File: config.mk
export PLATFORM = sky130hd
export DESIGN_NAME = irq_route_ctl
export DESIGN_NICKNAME = d
export VERILOG_FILES = /design/src/rtl/irq_route_pkg.sv /design/src/rtl/irq_route_regs.sv /design/src/rtl/irq_route_detect.sv /design/src/rtl/irq_route_arb.sv /design/src/rtl/irq_route_ctl.sv
export SDC_FILE = /design/constraint.sdc
export NUM_CORES = 2
export LEC_CHECK = 0
export ABC_AREA = 1
export ABC_CLOCK_PERIOD_IN_PS = 8100
export BUFFER_PORTS_ARGS = -buffer_cell sky130_fd_sc_hd__buf_2
export CAP_MARGIN = 15
export CORE_MARGIN = 5
export CORE_UTILIZATION = 35
export DETAILED_ROUTE_END_ITERATION = 16
export PLACE_DENSITY = 0.51
export SYNTH_ARGS = -nofsm -noshare
export SYNTH_HDL_FRONTEND = slang
export SYNTH_SLANG_ARGS = --single-unit
File: constraint.sdc
create_clock -name clk -period 8.1 [get_ports clk]
set_clock_uncertainty 0.05 [all_clocks]
set_input_delay 1.215 -clock clk [delete_from_list [all_inputs] [get_ports clk]]
set_output_delay 1.215 -clock clk [all_outputs]
set_load 0.005 [all_outputs]
File: src/rtl/irq_route_pkg.sv
`timescale 1ns/1ps
package irq_route_pkg;

    localparam int VEC_W  = 8;
    localparam int DEST_W = 8;
    localparam int MODE_W = 3;

    // fixed internal index map
    localparam logic [7:0] IX_IDENT = 8'h00;
    localparam logic [7:0] IX_VERS  = 8'h01;
    localparam logic [7:0] IX_TABLE = 8'h10;
    localparam logic [7:0] VERS_CODE = 8'h20;

    // one routing entry as held in storage (read-only bits kept elsewhere)
    typedef struct packed {
        logic [DEST_W-1:0] dest;
        logic              mask;
        logic              level;
        logic              act_low;
        logic [MODE_W-1:0] mode;
        logic [VEC_W-1:0]  vector;
    } route_t;

    localparam route_t ROUTE_RST = '{dest: '0, mask: 1'b1, level: 1'b0,
                                     act_low: 1'b0, mode: '0, vector: '0};

    function automatic logic [31:0] pack_low(route_t e, logic busy, logic held);
        logic [31:0] w;
        w        = '0;
        w[7:0]   = e.vector;
        w[10:8]  = e.mode;
        w[12]    = busy;
        w[13]    = e.act_low;
        w[14]    = held;
        w[15]    = e.level;
        w[16]    = e.mask;
        return w;
    endfunction

    function automatic route_t unpack_low(route_t old, logic [31:0] w);
        route_t e;
        e         = old;
        e.vector  = w[7:0];
        e.mode    = w[10:8];
        e.act_low = w[13];
        e.level   = w[15];
        e.mask    = w[16];
        return e;
    endfunction

endpackage

File: src/rtl/irq_route_regs.sv
`timescale 1ns/1ps
module irq_route_regs
    import irq_route_pkg::*;
#(
    parameter int NUM_IN = 24
) (
    input  logic              clk,
    input  logic              rst,
    input  logic              bus_we,
    input  logic              bus_addr,
    input  logic [31:0]       bus_wdata,
    output logic [31:0]       bus_rdata,
    input  logic [NUM_IN-1:0] pend,
    input  logic [NUM_IN-1:0] grant,
    input  logic              eoi_valid,
    input  logic [VEC_W-1:0]  eoi_vector,
    output route_t            cfg [NUM_IN],
    output logic [NUM_IN-1:0] remote,
    output logic [7:0]        win_idx
);
    localparam logic [7:0] TABLE_END = 8'(int'(IX_TABLE) + 2 * NUM_IN);
    localparam logic [7:0] TOP_ENTRY = 8'(NUM_IN - 1);

    logic [7:0]        idx_q;
    logic [3:0]        ident_q;
    route_t            tbl_q [NUM_IN];
    logic [NUM_IN-1:0] held_q;

    logic       in_table;
    logic [7:0] ent;
    logic       upper;
    logic       win_we;

    assign in_table = (idx_q >= IX_TABLE) && (idx_q < TABLE_END);
    assign ent      = (idx_q - IX_TABLE) >> 1;
    assign upper    = idx_q[0];
    assign win_we   = bus_we && bus_addr;

    always_ff @(posedge clk) begin
        if (rst) begin
            idx_q   <= '0;
            ident_q <= '0;
            held_q  <= '0;
            for (int k = 0; k < NUM_IN; k++) tbl_q[k] <= ROUTE_RST;
        end else begin
            if (bus_we && !bus_addr) idx_q <= bus_wdata[7:0];
            if (win_we && idx_q == IX_IDENT) ident_q <= bus_wdata[27:24];
            for (int k = 0; k < NUM_IN; k++) begin
                if (win_we && in_table && ent == 8'(k)) begin
                    if (upper) tbl_q[k].dest <= bus_wdata[31:24];
                    else       tbl_q[k] <= unpack_low(tbl_q[k], bus_wdata);
                end
                // a new delivery wins over a same-cycle retire
                if (grant[k] && tbl_q[k].level)
                    held_q[k] <= 1'b1;
                else if (eoi_valid && tbl_q[k].level && eoi_vector == tbl_q[k].vector)
                    held_q[k] <= 1'b0;
            end
        end
    end

    // window read
    always_comb begin
        logic [31:0] w;
        w = '0;
        if (idx_q == IX_IDENT) begin
            w[27:24] = ident_q;
        end else if (idx_q == IX_VERS) begin
            w[23:16] = TOP_ENTRY;
            w[7:0]   = VERS_CODE;
        end else if (in_table) begin
            for (int k = 0; k < NUM_IN; k++) begin
                if (ent == 8'(k)) begin
                    if (upper) w[31:24] = tbl_q[k].dest;
                    else       w = pack_low(tbl_q[k], pend[k], held_q[k]);
                end
            end
        end
        bus_rdata = bus_addr ? w : {24'h0, idx_q};
    end

    assign cfg     = tbl_q;
    assign remote  = held_q;
    assign win_idx = idx_q;

endmodule

File: src/rtl/irq_route_detect.sv
`timescale 1ns/1ps
module irq_route_detect
    import irq_route_pkg::*;
#(
    parameter int NUM_IN = 24
) (
    input  logic              clk,
    input  logic              rst,
    input  logic [NUM_IN-1:0] irq_in,
    input  route_t            cfg [NUM_IN],
    input  logic [NUM_IN-1:0] remote,
    input  logic [NUM_IN-1:0] grant,
    output logic [NUM_IN-1:0] pend
);
    logic [NUM_IN-1:0] act, msk, lvl;
    logic [NUM_IN-1:0] prev_q, pend_q;

    for (genvar i = 0; i < NUM_IN; i++) begin : g_line
        assign act[i] = irq_in[i] ^ cfg[i].act_low;
        assign msk[i] = cfg[i].mask;
        assign lvl[i] = cfg[i].level;
    end

    always_ff @(posedge clk) begin
        if (rst) begin
            prev_q <= '0;
            pend_q <= '0;
        end else begin
            prev_q <= act;
            for (int i = 0; i < NUM_IN; i++) begin
                if (lvl[i])
                    pend_q[i] <= act[i] & ~msk[i] & ~remote[i] & ~grant[i];
                else
                    pend_q[i] <= (pend_q[i] & ~grant[i]) | (act[i] & ~prev_q[i] & ~msk[i]);
            end
        end
    end

    assign pend = pend_q;

endmodule

File: src/rtl/irq_route_arb.sv
`timescale 1ns/1ps
module irq_route_arb
    import irq_route_pkg::*;
#(
    parameter int NUM_IN = 24
) (
    input  logic              msg_ready,
    input  logic [NUM_IN-1:0] pend,
    input  route_t            cfg [NUM_IN],
    output logic              msg_valid,
    output logic [VEC_W-1:0]  msg_vector,
    output logic [DEST_W-1:0] msg_dest,
    output logic [MODE_W-1:0] msg_mode,
    output logic [NUM_IN-1:0] grant
);
    logic [NUM_IN-1:0] req, pick;

    for (genvar i = 0; i < NUM_IN; i++) begin : g_req
        assign req[i] = pend[i] & ~cfg[i].mask;
    end

    // isolate the lowest set bit
    assign pick      = req & (~req + 1'b1);
    assign msg_valid = |req;
    assign grant     = pick & {NUM_IN{msg_ready}};

    always_comb begin
        msg_vector = '0;
        msg_dest   = '0;
        msg_mode   = '0;
        for (int i = 0; i < NUM_IN; i++) begin
            if (pick[i]) begin
                msg_vector = msg_vector | cfg[i].vector;
                msg_dest   = msg_dest   | cfg[i].dest;
                msg_mode   = msg_mode   | cfg[i].mode;
            end
        end
    end

endmodule

File: src/rtl/irq_route_ctl.sv
`timescale 1ns/1ps
module irq_route_ctl
    import irq_route_pkg::*;
#(
    parameter int NUM_IN = 24
) (
    input  logic              clk,
    input  logic              rst,
    input  logic              bus_we,
    input  logic              bus_addr,
    input  logic [31:0]       bus_wdata,
    output logic [31:0]       bus_rdata,
    input  logic [NUM_IN-1:0] irq_in,
    input  logic              eoi_valid,
    input  logic [7:0]        eoi_vector,
    output logic              msg_valid,
    input  logic              msg_ready,
    output logic [7:0]        msg_vector,
    output logic [7:0]        msg_dest,
    output logic [2:0]        msg_mode
);
    route_t            cfg [NUM_IN];
    logic [NUM_IN-1:0] pend, remote, grant;
    logic [7:0]        win_idx;

    irq_route_regs #(.NUM_IN(NUM_IN)) u_regs (
        .clk(clk), .rst(rst), .bus_we(bus_we), .bus_addr(bus_addr),
        .bus_wdata(bus_wdata), .bus_rdata(bus_rdata), .pend(pend),
        .grant(grant), .eoi_valid(eoi_valid), .eoi_vector(eoi_vector),
        .cfg(cfg), .remote(remote), .win_idx(win_idx)
    );

    irq_route_detect #(.NUM_IN(NUM_IN)) u_detect (
        .clk(clk), .rst(rst), .irq_in(irq_in), .cfg(cfg),
        .remote(remote), .grant(grant), .pend(pend)
    );

    irq_route_arb #(.NUM_IN(NUM_IN)) u_arb (
        .msg_ready(msg_ready), .pend(pend), .cfg(cfg),
        .msg_valid(msg_valid), .msg_vector(msg_vector), .msg_dest(msg_dest),
        .msg_mode(msg_mode), .grant(grant)
    );

endmodule

Yosys cells after proc, flatten, opt, wreduce, memory -nomap -nowiden
Cells that the tools add are included.
{ "classes": {"n_addsub": 2, "n_lt_le_gt_ge": 2, "eq_ne": 48, "n_mux": 243, "bitwise": 385, "n_reduce_logical": 177} }
{ "ops": {"columns": ["cell", "count"], "rows": [
  ["2-to-1 mux 32 bit", 44],
  ["2-to-1 mux 8 bit", 76],
  ["2-to-1 mux 24 bit", 24],
  ["bitwise OR 8 bit", 46],
  ["equality test 8 bit", 24],
  ["bitwise AND 1 bit", 168],
  ["logical AND 1 bit", 101],
  ["inverter 1 bit", 97],
  ["AND reduction 2 bit", 48],
  ["2-to-1 mux 1 bit", 72],
  ["2-to-1 mux 3 bit", 24],
  ["bitwise OR 3 bit", 23],
  ["equality test 7 x 4 -> 1 bit (second input constant)", 8],
  ["equality test 7 x 5 -> 1 bit (second input constant)", 8],
  ["bitwise AND 24 bit", 2],
  ["nonzero test 2 bit", 24],
  ["equality test 7 x 3 -> 1 bit (second input constant)", 4],
  ["adder 24 x 1 -> 24 bit (second input constant)", 1],
  ["inverter 24 bit", 1],
  ["bitwise OR 1 bit", 24],
  ["OR reduction 24 bit", 1],
  ["bitwise XOR 1 bit", 24],
  ["2-to-1 mux 17 bit", 1],
  ["zero test 8 bit", 2],
  ["8 further kinds", 10]
]} }
{ "word_totals": {"regBits": 612, "input_bits": 70, "output_inout_bits": 52, "word_cells": 1029} }

Logic depth before layout (Yosys ltp)
{ "logic_depth": {"word_depth": 71, "depth_mapped": 36, "ltp_nobuf": 36} }

Hierarchy
A second synthesis with hierarchy kept.
{ "hier_totals": {"hier_cells": 5773, "hier_area_um2": 36227.2} }
{ "by_module_without_submodules": {"columns": ["module", "instances", "cells_each", "area_per_inst_um2"], "rows": [
  ["irq_route_regs", 1, 4132, 28208.3],
  ["irq_route_arb", 1, 1131, 5101.1],
  ["irq_route_detect", 1, 510, 2917.8]
]} }

Worst setup path after synthesis
OpenSTA, ideal clock, no wires.
{ "synth_path": {"kind": "reg2out", "startpoint": "register u_regs.idx_q[4] (netlist: u_regs.win_idx[4])", "endpoint": "output bus_rdata[12]", "t_arrival_ps": 2752, "required_ps": 6835, "path_slack_ps": 4083, "path_stages_with_launch": 33, "path_cell_list": "dfxtp_1 inv_2 ha_1 inv_1 nor2_8 nand2_8 inv_4 buf_12 nand2_2 buf_6 o21ai_1 nand2_1 nand2_1 nand2_1 nand2_1 nand2_1 nand2_1 nand2_1 nand2_1 nand2_1 nand2_1 nand2_1 nand2_1 nand2_1 nand2_1 nand2_1 nand2_1 nand2_1 nand2_1 nand2_1 nand2_1 o21ai_1 a21oi_1"} }
{ "synth_via": {"elab_chain_len": 71} }
{ "synth_rtl": {"columns": ["item", "line_no", "text"], "rows": [
  ["from (decl)", "irq_route_regs.sv:24", "logic [7:0] idx_q;"],
  ["from (signal assigned)", "irq_route_regs.sv:46", "if (bus_we && !bus_addr) idx_q <= bus_wdata[7:0];"],
  ["subtractor 8 x 5 -> 8 bit", "irq_route_regs.sv:35", "assign ent = (idx_q - IX_TABLE) >> 1;"],
  ["zero test 8 bit", "irq_route_regs.sv:73", "if (ent == 8'(k)) begin"],
  ["2-to-1 mux 32 bit", "irq_route_regs.sv:73", null],
  ["2-to-1 mux 24 bit", "irq_route_regs.sv:74", "if (upper) w[31:24] = tbl_q[k].dest;"],
  ["2-to-1 mux 32 bit", "irq_route_regs.sv:73", null],
  ["2-to-1 mux 32 bit", "irq_route_regs.sv:71", "end else if (in_table) begin"],
  ["2-to-1 mux 32 bit", "irq_route_regs.sv:68", "end else if (idx_q == IX_VERS) begin"],
  ["2-to-1 mux 32 bit", "irq_route_regs.sv:66", "if (idx_q == IX_IDENT) begin"],
  ["[... 55 more ...]", null, null],
  ["2-to-1 mux 24 bit", "irq_route_regs.sv:74", null],
  ["2-to-1 mux 32 bit", "irq_route_regs.sv:73", null],
  ["2-to-1 mux 24 bit", "irq_route_regs.sv:74", null],
  ["2-to-1 mux 32 bit", "irq_route_regs.sv:73", null],
  ["2-to-1 mux 32 bit", "irq_route_regs.sv:71", null],
  ["2-to-1 mux 8 bit", "irq_route_regs.sv:68", null],
  ["2-to-1 mux 24 bit *", "irq_route_regs.sv:66", null],
  ["2-to-1 mux 32 bit *", "irq_route_regs.sv:79", "bus_rdata = bus_addr ? w : {24'h0, idx_q};"],
  ["to (decl)", "irq_route_ctl.sv:12", "output logic [31:0] bus_rdata,"]
]} }
Mark *: on every way between the ends. The rest lies on a longest branch, timed or not. The select of a mux whose other input is x is not followed.

Worst setup path after layout
{ "layout_path": {"startpoint": "register u_regs.tbl_q (netlist bit u_regs.cfg[519])", "endpoint": "output msg_vector[4]"} }
{ "layout_via": {"elab_chain_len": 52} }
{ "layout_rtl": {"columns": ["item", "line_no", "text"], "rows": [
  ["from (decl)", "irq_route_regs.sv:26", "route_t tbl_q [NUM_IN];"],
  ["from (signal, indexed assignment)", "irq_route_regs.sv:51", "else tbl_q[k] <= unpack_low(tbl_q[k], bus_wdata);"],
  ["inverter 1 bit *", "irq_route_arb.sv:19", "assign req[i] = pend[i] & ~cfg[i].mask;"],
  ["bitwise AND 1 bit *", "irq_route_arb.sv:19", null],
  ["inverter 24 bit", "irq_route_arb.sv:23", "assign pick = req & (~req + 1'b1);"],
  ["adder 24 x 1 -> 24 bit", "irq_route_arb.sv:23", null],
  ["bitwise AND 24 bit *", "irq_route_arb.sv:23", null],
  ["2-to-1 mux 8 bit", "irq_route_arb.sv:32", "if (pick[i]) begin"],
  ["bitwise OR 8 bit", "irq_route_arb.sv:33", "msg_vector = msg_vector | cfg[i].vector;"],
  ["2-to-1 mux 8 bit", "irq_route_arb.sv:32", null],
  ["[... 36 more ...]", null, null],
  ["bitwise OR 8 bit", "irq_route_arb.sv:33", null],
  ["2-to-1 mux 8 bit", "irq_route_arb.sv:32", null],
  ["bitwise OR 8 bit", "irq_route_arb.sv:33", null],
  ["2-to-1 mux 8 bit", "irq_route_arb.sv:32", null],
  ["bitwise OR 8 bit", "irq_route_arb.sv:33", null],
  ["2-to-1 mux 8 bit", "irq_route_arb.sv:32", null],
  ["bitwise OR 8 bit", "irq_route_arb.sv:33", null],
  ["2-to-1 mux 8 bit *", "irq_route_arb.sv:32", null],
  ["to (decl)", "irq_route_ctl.sv:18", "output logic [7:0] msg_vector,"]
]} }
Mark *: on every way between the ends. The rest lies on a longest branch, timed or not.

==> summary.md <==
| Metric | Value |
|---|---|
| Overall Global Routing Usage | between 20% and 30% |
| Delay-heaviest family, CP | compound AO/OA/AOI/OAI gates |
| R2r startpoint | u_regs.win_idx[4] |
| Root Driver | clkbuf_16 |
| Ys async rst share | 0% |
| Final hold violation count | 0 |
| Total core area | ~95000 um2 |
| MaxCap Viol Count | 0 |
| Placed Area | ~35000 um2 |
| Most common cell after layout, fill and taps aside | nand2_1 |
| Detail Placement HPWL | between 90 and 100 mm |
| Adder-Cell Fraction of Synth Area | less than 1% |
| Hold EP | u_regs.cfg[59] |
| Non-filler cells, final | roughly 6400 |
| WP depth | 19 |
| Hold/Removal Path Class | flop to flop |
| Hold path depth | 2 |
| Maximum vdd drop | between 0.15 and 0.2 mV |
| Routed vias/inst | approximately 5.6 |
| Worst Path Required | 6840 ps |
| Num rows | about 110 |
| Vias in the first global route | 32700 |
| CTS Buf Count | 75 |
| R2r endpoint | u_regs.cfg[33] |
| DR WL/cell | between 20 and 25 um |
| Post-CTS Hold Fix Bufs | 0 |
| Worst Path Max Fanout | 16 |
| CTS H-tree depth | 3 |
| Share of cells above drive strength 1 | 7.96% |
| Flop2flop setup slack | 3180 ps |
| R2R depth | 14 |
| GRT Residual Overflow | 0 |
| Status | complete, no violations |
| Max clock buf depth | 3 |
| Xor-xnor portion of the synthesized cell area | roughly 2.1% |
| Port-buffer cells | between 100 and 150 |
| CP endpoint kind | primary output |
| Slew headroom | between 10% and 20% |
| CP max stage delay | ~620 ps |
| Worst-path cell chain | inv_2 > nand2_2 > nand2_1 > inv_1 > nand2_1 > nor2_1 > nand4_1 > inv_1 > a21oi_1 > o2111ai_1 > a21oi_1 > o21ai_0 > a21oi_1 > o21ai_0 > a21oi_1 > o21ai_0 > a211oi_1 > o2111ai_1 > buf_2 |
| Post-CTS setup buffer count | 0 |
| Cell Area, Synth | between 30000 and 40000 um2 |
| Initial DRT Pass Iterations | 6 |
| Setup slack after layout | roughly 1200 ps |
| Slew Viols, Final | 0 |
| Largest net degree at the start of global routing | around 270 |
| Worst Tran Pin Value | 1260 ps |
| Fmax | 144 MHz |
| Most used cell, CP | a21oi_1 |
| Die area | ~100000 um2 |
| Hold Path Origin | u_regs.cfg[59] |
| First-pass GRT wire length | 217 mm |
| Final ANT Viol Nets | 0 |
| Placed cells | 6217 |
| Clock Latency Late Sink | about 640 ps |
| Main combinational cell family by area after synthesis | compound AO/OA/AOI/OAI gates |
| Synth Area per Inst | 6.60 um2 |
| Tmin final | 6950 ps |
| Pre-CTS setup slack | 1950 ps |
| Fin Hold WS | between 400 and 500 ps |
| Initial antenna violation count | 2 |
| Final GP Congestion | slightly above 0.9 |
| IO Count | around 120 |
| Drt initial violations | roughly 4400 |
| Post-synth EDFFs | 0 |
| TritonCTS clock tree | yes |
| CTS resizes | 0 |
| Critical Path AT | ~5700 ps |
| Routed wire length | roughly 150 mm |
| Sequential share of the synthesized area | around 36% |
| Static leakage | 0.0147 uW |
| Fin nets | around 5000 |
| Pwr dens | 183 nW/um2 |
| Startpoint Class | flop |
| Final period util | a little under nine tenths |
| # fillers | around 10000 |
| Via count | 35800 |
| Vert. Die Dim | approximately 320 um |
| Cell area after layout | around 37000 um2 |
| DR DRC count | 0 |
| Clock transition at path regs | approximately 60 ps |
| Clock sink total | around 600 |
| Seq cells post-synth | slightly above 600 |
| RSZ-0062 raised after global routing | no |
| Warnings from Yosys | 0 |
| Slowest-stage cell, CP | inv_1 |
| Most used flip-flop cell after synthesis | dfxtp_1 |
| Library cells used by synthesis | 60 |
| Post-Synth Simple-Gate Area | 20.1% |
| Final Setup Violations | 0 |
| Initial Util | 35.3% |
| Kind of critical path | flop to primary output |
| Proportion of synthesized area in mux cells | 0% |
| Synth Area in Compound Gates | a little under a third |
| Setup TNS | 0 ps |
| Area growth, synth to finish | 11.2% |
| Gate Count Post-Synth | slightly above 5000 |
| Die W | 320 um |
| CP bufs+invs | 4 |
| Commonest cells after routing, fill and taps aside | 964 x nand2_1, 872 x a21oi_1, 696 x o21ai_0 |
==> cells by family after synthesis <==
group	after synthesis
AOI/OAI and AO/OA	1909
other	1
xor gates and xnor gates	80
buffers and inverters	870
adders and majority gates	3
DFF	612
and+or+nand+nor	1627
==> flip-flops by register name, indices dropped and copies added, names as in the netlist <==
signal,count
u_detect.pend,24
u_detect.prev_q,24
u_regs.cfg,528
u_regs.ident_q,4
u_regs.remote,24
u_regs.win_idx,8
==> layout make-up <==
type	count	area (um2)	share of cell area (%)
well taps	1265	1580	4.23
inverters	535	2020	5.39
repair buffers	182	1140	3.06
flip-flops and latches	612	12300	32.8
clock inverters	24	180	0.482
clock buffers	111	2230	5.95
diodes	1	2.50	0.00669
multi-input cells	3624	18000	48.1
==> metrics by stage <==
| stage | util (%) | power, uW |
|---|---|---|
| finish | 39.3 | 6830 |
| global route | 39.3 | 7020 |
| CTS | 39.2 | 6880 |
| detailed placement | 36.7 | 3510 |
| global placement | 36.7 | 3510 |
| floorplan | - | 3330 |
==> metal layers <==
metal  vias up  share of wire (%)  track usage (%)  routed length, um
met5         -                  0                0                  0
met4         0                3.9             9.72               5710
met3       275                9.0             4.57              13300
met2      1686                 43             41.1              62800
met1     16800                 45             39.5              65900
li1      17100                  -                -                  -
==> cell usage after synthesis (17+ instances only) <==
| cell | instances | share of area [%] |
|---|---|---|
| o2111ai_1 | 32 | 0.83 |
| buf_4 | 21 | 0.47 |
| o21ai_0 | 696 | 10 |
| o211ai_1 | 31 | 0.69 |
| xnor2_1 | 54 | 1.4 |
| nor4_1 | 18 | 0.33 |
| nand3_1 | 78 | 1.2 |
| nand2_1 | 964 | 11 |
| dfxtp_1 | 612 | 36 |
| inv_2 | 26 | 0.29 |
| o21ai_1 | 17 | 0.25 |
| o22ai_1 | 87 | 1.6 |
| inv_1 | 493 | 5.5 |
| xor2_1 | 26 | 0.68 |
| a21oi_1 | 872 | 13 |
| a221oi_1 | 57 | 1.5 |
| clkbuf_1 | 247 | 2.8 |
| nand4_1 | 38 | 0.71 |
| nor3_1 | 28 | 0.42 |
| nor2_4 | 17 | 0.57 |
| nor2_1 | 433 | 4.8 |
| buf_2 | 54 | 0.80 |
==> power by group <==
group	total [uW]	switching, uW	internal [uW]
combinational	427	340	86.2
clock	3380	1410	1970
sequential	3030	9.06	3020
==> worst min-delay path, stage by stage (launching register included) <==
cell and delay, ps:
dfxtp_1 300, inv_1 70, a21oi_1 60
==> worst max path at each step <==
stage,from,to,slack (ps)
2_1_floorplan,u_regs.win_idx[4],bus_rdata[12],4080
3_3_place_gp,u_regs.cfg[519],msg_mode[2],1970
3_5_place_dp,u_regs.cfg[519],msg_mode[2],1950
4_1_cts,u_regs.cfg[519],msg_mode[2],1250
5_1_grt,u_regs.cfg[519],msg_mode[2],990
6_report,u_regs.cfg[519],msg_vector[4],1150
Note: power is estimated with default switching activity, not from simulation.
